`config.mk`:
```
export PLATFORM = sky130hd
export DESIGN_NAME = wkgen_top
export DESIGN_NICKNAME = d
export VERILOG_FILES = /design/src/rtl/wkgen_pkg.sv /design/src/rtl/wkgen_regbank.sv /design/src/rtl/wkgen_wake_reduce.sv /design/src/rtl/wkgen_top.sv
export SDC_FILE = /design/constraint.sdc
export NUM_CORES = 1
export LEC_CHECK = 0
export BUFFER_PORTS_ARGS = -buffer_cell sky130_fd_sc_hd__buf_4
export CORE_AREA = 2 2 198 200
export DETAILED_ROUTE_END_ITERATION = 8
export DIE_AREA = 0 0 200 202
export MAX_ROUTING_LAYER = met4
export PLACE_DENSITY_LB_ADDON = 0.08
export SLEW_MARGIN = 20
export SYNTH_ARGS = -nofsm -noshare
export SYNTH_HDL_FRONTEND = slang
export SYNTH_SLANG_ARGS = --single-unit
```
`constraint.sdc`:
```
create_clock -name clk -period 1.9 [get_ports clk]
set_clock_uncertainty 0.2 [all_clocks]
set_input_delay 0.38 -clock clk [delete_from_list [all_inputs] [get_ports clk]]
set_output_delay 0.38 -clock clk [all_outputs]
set_load 0.1 [all_outputs]
```
`src/rtl/wkgen_pkg.sv`:
```
package wkgen_pkg;
  localparam int NUM_LINES  = 128;
  localparam int WORD_W     = 32;
  localparam int NUM_CPU    = 2;
  localparam int ADDR_W     = 12;
  localparam int BANK_SHIFT = 10;                 // 0x400 bank stride
  localparam int WORDS      = NUM_LINES / WORD_W;
  localparam int WIDX_W     = $clog2(WORDS);
  localparam int CPU_IDX_W  = ADDR_W - BANK_SHIFT;

  typedef struct packed {
    logic                 hit;
    logic [CPU_IDX_W-1:0] cpu;
    logic [WIDX_W-1:0]    word;
  } dec_t;

  // line n -> enable word index
  function automatic int unsigned line_word(input int unsigned n);
    return n / WORD_W;
  endfunction

  // line n -> bit within its enable word
  function automatic int unsigned line_bit(input int unsigned n);
    return n % WORD_W;
  endfunction

  // byte address -> bank / word, with the mapped check
  function automatic dec_t decode(input logic [ADDR_W-1:0] a);
    dec_t d;
    d.cpu  = a[BANK_SHIFT +: CPU_IDX_W];
    d.word = a[2 +: WIDX_W];
    d.hit  = (a[1:0] == 2'b00) &&
             (int'(a[BANK_SHIFT-1:2]) < WORDS) &&
             (int'(a[ADDR_W-1:BANK_SHIFT]) < NUM_CPU);
    return d;
  endfunction
endpackage

```
`src/rtl/wkgen_regbank.sv`:
```
module wkgen_regbank #(
  parameter int WORD_W = wkgen_pkg::WORD_W,
  parameter int WORDS  = wkgen_pkg::WORDS,
  localparam int WIDX_W = $clog2(WORDS),
  localparam int BITS   = WORD_W * WORDS
) (
  input  logic              clk,
  input  logic              rst_n,
  input  logic              wr_en,
  input  logic [WIDX_W-1:0] wr_word,
  input  logic [WORD_W-1:0] wr_data,
  output logic [BITS-1:0]   en_flat
);
  for (genvar w = 0; w < WORDS; w++) begin : g_word
    logic word_sel;
    assign word_sel = wr_en && (wr_word == WIDX_W'(w));
    always_ff @(posedge clk or negedge rst_n) begin
      if (!rst_n)        en_flat[w*WORD_W +: WORD_W] <= '0;
      else if (word_sel) en_flat[w*WORD_W +: WORD_W] <= wr_data;
    end
  end

  // a bank that is not selected keeps its contents
  a_r5_bank_hold: assert property (@(posedge clk) disable iff (!rst_n)
    !wr_en |=> $stable(en_flat));
endmodule

```
`src/rtl/wkgen_wake_reduce.sv`:
```
module wkgen_wake_reduce #(
  parameter int LINES = wkgen_pkg::NUM_LINES
) (
  input  logic             clk,
  input  logic             rst_n,
  input  logic [LINES-1:0] irq,
  input  logic [LINES-1:0] en,
  output logic             wake
);
  logic [LINES-1:0] hits;
  logic             any_hit;

  assign hits    = irq & en;
  assign any_hit = |hits;

  always_ff @(posedge clk or negedge rst_n) begin
    if (!rst_n) wake <= 1'b0;
    else        wake <= any_hit;
  end

  // wake follows enabled activity after one register stage
  a_r4_wake_rises: assert property (@(posedge clk) disable iff (!rst_n)
    (|(irq & en)) |=> wake);
  a_r4_wake_quiet: assert property (@(posedge clk) disable iff (!rst_n)
    !(|(irq & en)) |=> !wake);
endmodule

```
`src/rtl/wkgen_top.sv`:
```
module wkgen_top
  import wkgen_pkg::*;
#(
  parameter int LINES  = NUM_LINES,
  parameter int NCPU   = NUM_CPU,
  parameter int AW     = ADDR_W,
  parameter int DW     = WORD_W
) (
  input  logic             clk,
  input  logic             rst_n,
  input  logic [LINES-1:0] irq_in,
  output logic [LINES-1:0] irq_out,
  output logic [NCPU-1:0]  wake_req,
  input  logic             bus_valid,
  input  logic             bus_we,
  input  logic [AW-1:0]    bus_addr,
  input  logic [DW-1:0]    bus_wdata,
  output logic [DW-1:0]    bus_rdata,
  output logic             bus_rvalid
);
  localparam int NWORDS = LINES / DW;

  // straight pass-through to the interrupt controller
  assign irq_out = irq_in;

  dec_t              dec;
  logic              wr_fire;
  logic              rd_fire;
  logic [LINES-1:0]  en_all [NCPU];
  logic [DW-1:0]     rd_word;

  assign dec     = decode(bus_addr);
  assign wr_fire = bus_valid && bus_we && dec.hit;
  assign rd_fire = bus_valid && !bus_we;

  for (genvar c = 0; c < NCPU; c++) begin : g_cpu
    logic bank_wr;
    assign bank_wr = wr_fire && (dec.cpu == CPU_IDX_W'(c));

    wkgen_regbank #(.WORD_W(DW), .WORDS(NWORDS)) u_bank (
      .clk     (clk),
      .rst_n   (rst_n),
      .wr_en   (bank_wr),
      .wr_word (dec.word),
      .wr_data (bus_wdata),
      .en_flat (en_all[c])
    );

    wkgen_wake_reduce #(.LINES(LINES)) u_wake (
      .clk   (clk),
      .rst_n (rst_n),
      .irq   (irq_in),
      .en    (en_all[c]),
      .wake  (wake_req[c])
    );
  end

  always_comb begin
    rd_word = '0;
    for (int c = 0; c < NCPU; c++) begin
      for (int w = 0; w < NWORDS; w++) begin
        if (dec.hit && dec.cpu == CPU_IDX_W'(c) && dec.word == WIDX_W'(w))
          rd_word = en_all[c][w*DW +: DW];
      end
    end
  end

  always_ff @(posedge clk or negedge rst_n) begin
    if (!rst_n) begin
      bus_rvalid <= 1'b0;
      bus_rdata  <= '0;
    end else begin
      bus_rvalid <= rd_fire;
      bus_rdata  <= rd_fire ? rd_word : '0;
    end
  end

  // read response one cycle after each accepted read, never otherwise
  a_r6_read_resp: assert property (@(posedge clk) disable iff (!rst_n)
    rd_fire |=> bus_rvalid);
  a_r6_no_stray_resp: assert property (@(posedge clk) disable iff (!rst_n)
    !rd_fire |=> !bus_rvalid);
  // reads of unmapped offsets return zero
  a_r7_unmapped_zero: assert property (@(posedge clk) disable iff (!rst_n)
    (rd_fire && !dec.hit) |=> (bus_rdata == '0));
endmodule

```
==> key figures <==
Status
  • Status: finished with violations
  • Violated checks: setup timing

Job
  • MaxCap Viol Count: 0

Die
  • Die H: 202 um
  • DIE AREA: 40400 um^2
  • Width of the chip: 200 um
  • I/O pins: 339
  • Core area: 38300 um^2
  • Initial core utilization: 39.3%
  • Num rows: 72

GRT
  • First-pass GRT wire length: 100 mm
  • Pin count of the biggest net entering global routing: 60
  • Initial antenna violation count: 2
  • Total gr overflow: 0
  • Number of global-route vias before repair: 13464
  • GR Util All Layers: 36.6%

Synth
  • Syn Std Cell Area: 15100 um^2
  • Area fraction of the dominant cell type after synthesis: 48.4%
  • Area contributors post-synth: dfrtp_1 (48%), mux2_2 (19%), buf_4 (7.1%)
  • Sequential area share after synthesis: 48.4%
  • Post-synthesis compound-gate area fraction: 13.1%
  • Post-Synth Simple-Gate Area: 5.13%
  • Top FF cell, synth: dfrtp_1
  • Synthesized flop and latch total: 291
  • Top-count cell post-synth: dfrtp_1
  • Netlist cell types: 43
  • Async S/R FF share, synth: 100%
  • YS warnings: 0
  • Avg Cell Area, Syn: 12.5 um^2
  • Post-synth net total: 1382
  • Largest family of logic cells by synthesized area: multiplexers
  • XOR/XNOR Fraction of Synth Area: 0%
  • Top post-synthesis cells by count: dfrtp_1 (291), mux2_2 (253), buf_4 (142)
  • Adder-Cell Fraction of Synth Area: 0%
  • Mapped Cells: 1206
  • Synth area leader: dfrtp_1
  • Multiplexer area fraction after synthesis: 24.5%
  • Post-synth EDFFs: 0

Finish
  • Final Instance Area: 22700 um^2
  • Ratio of cells with drive above 1 in the final layout: 60.6%
  • Layout overhead on the synthesized area: 50.5%
  • # nets final: 1964

Timing
  • Tcrit/Tclk final: 115%
  • Final setup viols: 33
  • Fin worst setup slack: -286 ps
  • Final Max Tran Viols: 0
  • Fin. Hold Viols: 0
  • Slew HR: 62.4%
  • Slew of the pin with the lowest slew margin: 550 ps
  • RSZ-0062 raised after global routing: yes
  • F_max: 0.457 GHz
  • Final min period: 2190 ps

Route
  • WL/cell: 32.0 um
  • Starting DRT DRC Count: 1396
  • First-pass iteration count of the detailed router: 5
  • Post-route ant nets: 0
  • WL final: 74.6 mm
  • Vias per inst: 5.93
  • Via count: 13803
  • DRC: 0

Worst setup path
  • WP data required: 2080 ps
  • Setup CP Type: flop to flop
  • Max FO, Critical Path: 2
  • Worst setup EP type: flop
  • Reg2Reg Depth: 7
  • Type of origin of the critical path: flop
  • Worst EP arrival: 2370 ps

Hold path
  • Hold path depth: 2
  • Hold/Removal Path Class: primary input to flop

Pwr
  • Pwr Density: 701 nW/um^2
  • Maximum vdd drop: 464 uV
  • Total power: 15.9 mW
  • Lkg Pwr: 11.1 nW

Place
  • Port bufs: 338
  • Post-DP HPWL: 56.2 mm
  • GPL Wtd Cong: 0.984
  • Pre-CTS setup slack: -715 ps
  • Area of placed instances: 20200 um^2

Clock network
  • Clock Tree Buf Depth: 3
  • Clock Latency Late Sink: 520 ps
  • CTS buffer count: 35
  • CTS sink count: 291
  • H-tree depth: 2
  • Reg clk slew, reported paths: 70 ps
  • Root Buffer: clkbuf_16
  • CTS tree: yes
## registers in the layout (all words and copies together), names as in the netlist
| signal | cells |
|---|---|
| g_cpu.u_wake.wake | 2 |
| bus_rdata | 32 |
| bus_rvalid | 1 |
| g_cpu.u_bank.en_flat | 256 |
## critical path, stage by stage (launching register included)
cell and delay, ps:
dfrtp_1 420, a22o_1 210, a221oi_2 210, buf_4 200
nand4_1 180, nor4_2 340, buf_4 200, nand3_4 80
## layout make-up
| type | instances | area (um^2) |
|---|---|---|
| Fill cell | 3234 | 15600 |
| Sequential cell | 291 | 7290 |
| Multi-Input combinational cell | 712 | 7160 |
| Timing Repair Buffer | 739 | 6380 |
| Clock buffer | 46 | 1010 |
| Tap cell | 518 | 648 |
| Clock inverter | 12 | 144 |
| Inverter | 9 | 33.8 |
| Antenna cell | 2 | 5.00 |
## power by group
group | total [mW] | switching (mW) | internal [mW]
clock | 6.88 | 2.74 | 4.13
sequential | 6.22 | 0.00918 | 6.21
combinational | 2.81 | 1.98 | 0.826
total | 15.9 | 4.73 | 11.2
## final timing paths
check                                            start                           to  slack [ps]
setup reg to reg           g_cpu[1].u_bank.en_flat[64]         g_cpu[1].u_wake.wake        -290
min in group asynchronous                        rst_n                 bus_rdata[9]         140
max in group asynchronous                        rst_n                bus_rdata[30]         690
setup / recovery           g_cpu[1].u_bank.en_flat[64]         g_cpu[1].u_wake.wake        -290
hold / removal                           bus_wdata[21]  g_cpu[1].u_bank.en_flat[53]          20
hold reg to reg            g_cpu[0].u_bank.en_flat[40]  g_cpu[0].u_bank.en_flat[40]         340
## placed cells by master, fill, tap and decap left out, types with 10 or more instances in the layout
master,netlist,routed
mux2i_1,10,10
nor2b_1,26,26
a22o_1,46,45
dlygate4sd3_1,0,29
o21ai_0,54,34
buf_12,0,44
o22ai_1,23,22
o21a_1,23,23
mux4_2,30,30
a21oi_1,28,26
o21ai_1,0,19
a221oi_2,0,10
a221oi_1,47,35
nand4_1,24,24
mux2_2,253,126
buf_4,142,647
clkbuf_16,0,45
mux2_4,0,131
dfrtp_1,291,287
nor2_1,48,45
a22oi_1,37,35
## through the flow
stage	util (%)	std cells	setup TNS (ps)	hold WS, ps
floorplan	-	1206	-58790	-116
global placement	52.7	2215	-142060	79.8
detailed placement	52.7	2215	-151800	81.2
CTS	57.1	2309	-500	2.24
global route	59.2	2329	-4030	10.5
finish	59.2	2329	-944	20.1
## layer usage
layer / wire [um] / part of all wire (%) / GRT usage (%)
met1: 30100 / 40 / 48.8
met2: 33400 / 45 / 55.1
met3: 7130 / 9.6 / 6.71
met4: 4090 / 5.5 / 14.9
met5: 0 / 0 / -
## cells by family (layout without fill, tap and decap cells)
family | Yosys count | in the layout
mux | 299 | 299
flops | 291 | 291
compound gates | 276 | 276
buf+inv | 203 | 806
simple gates | 137 | 137
other cells | 0 | 2
## what timing repair did
action / CTS / global route
hold endpoints to repair: 483 / 1
hold buffers: 28 / 1
setup endpoints to repair: 169 / 164
gates cloned: 2 / 10
gates resized for setup: 34 / 128
pin swaps: 9 / 17
setup buffers: 6 / 8
Note: power is estimated with default switching activity, not from simulation.
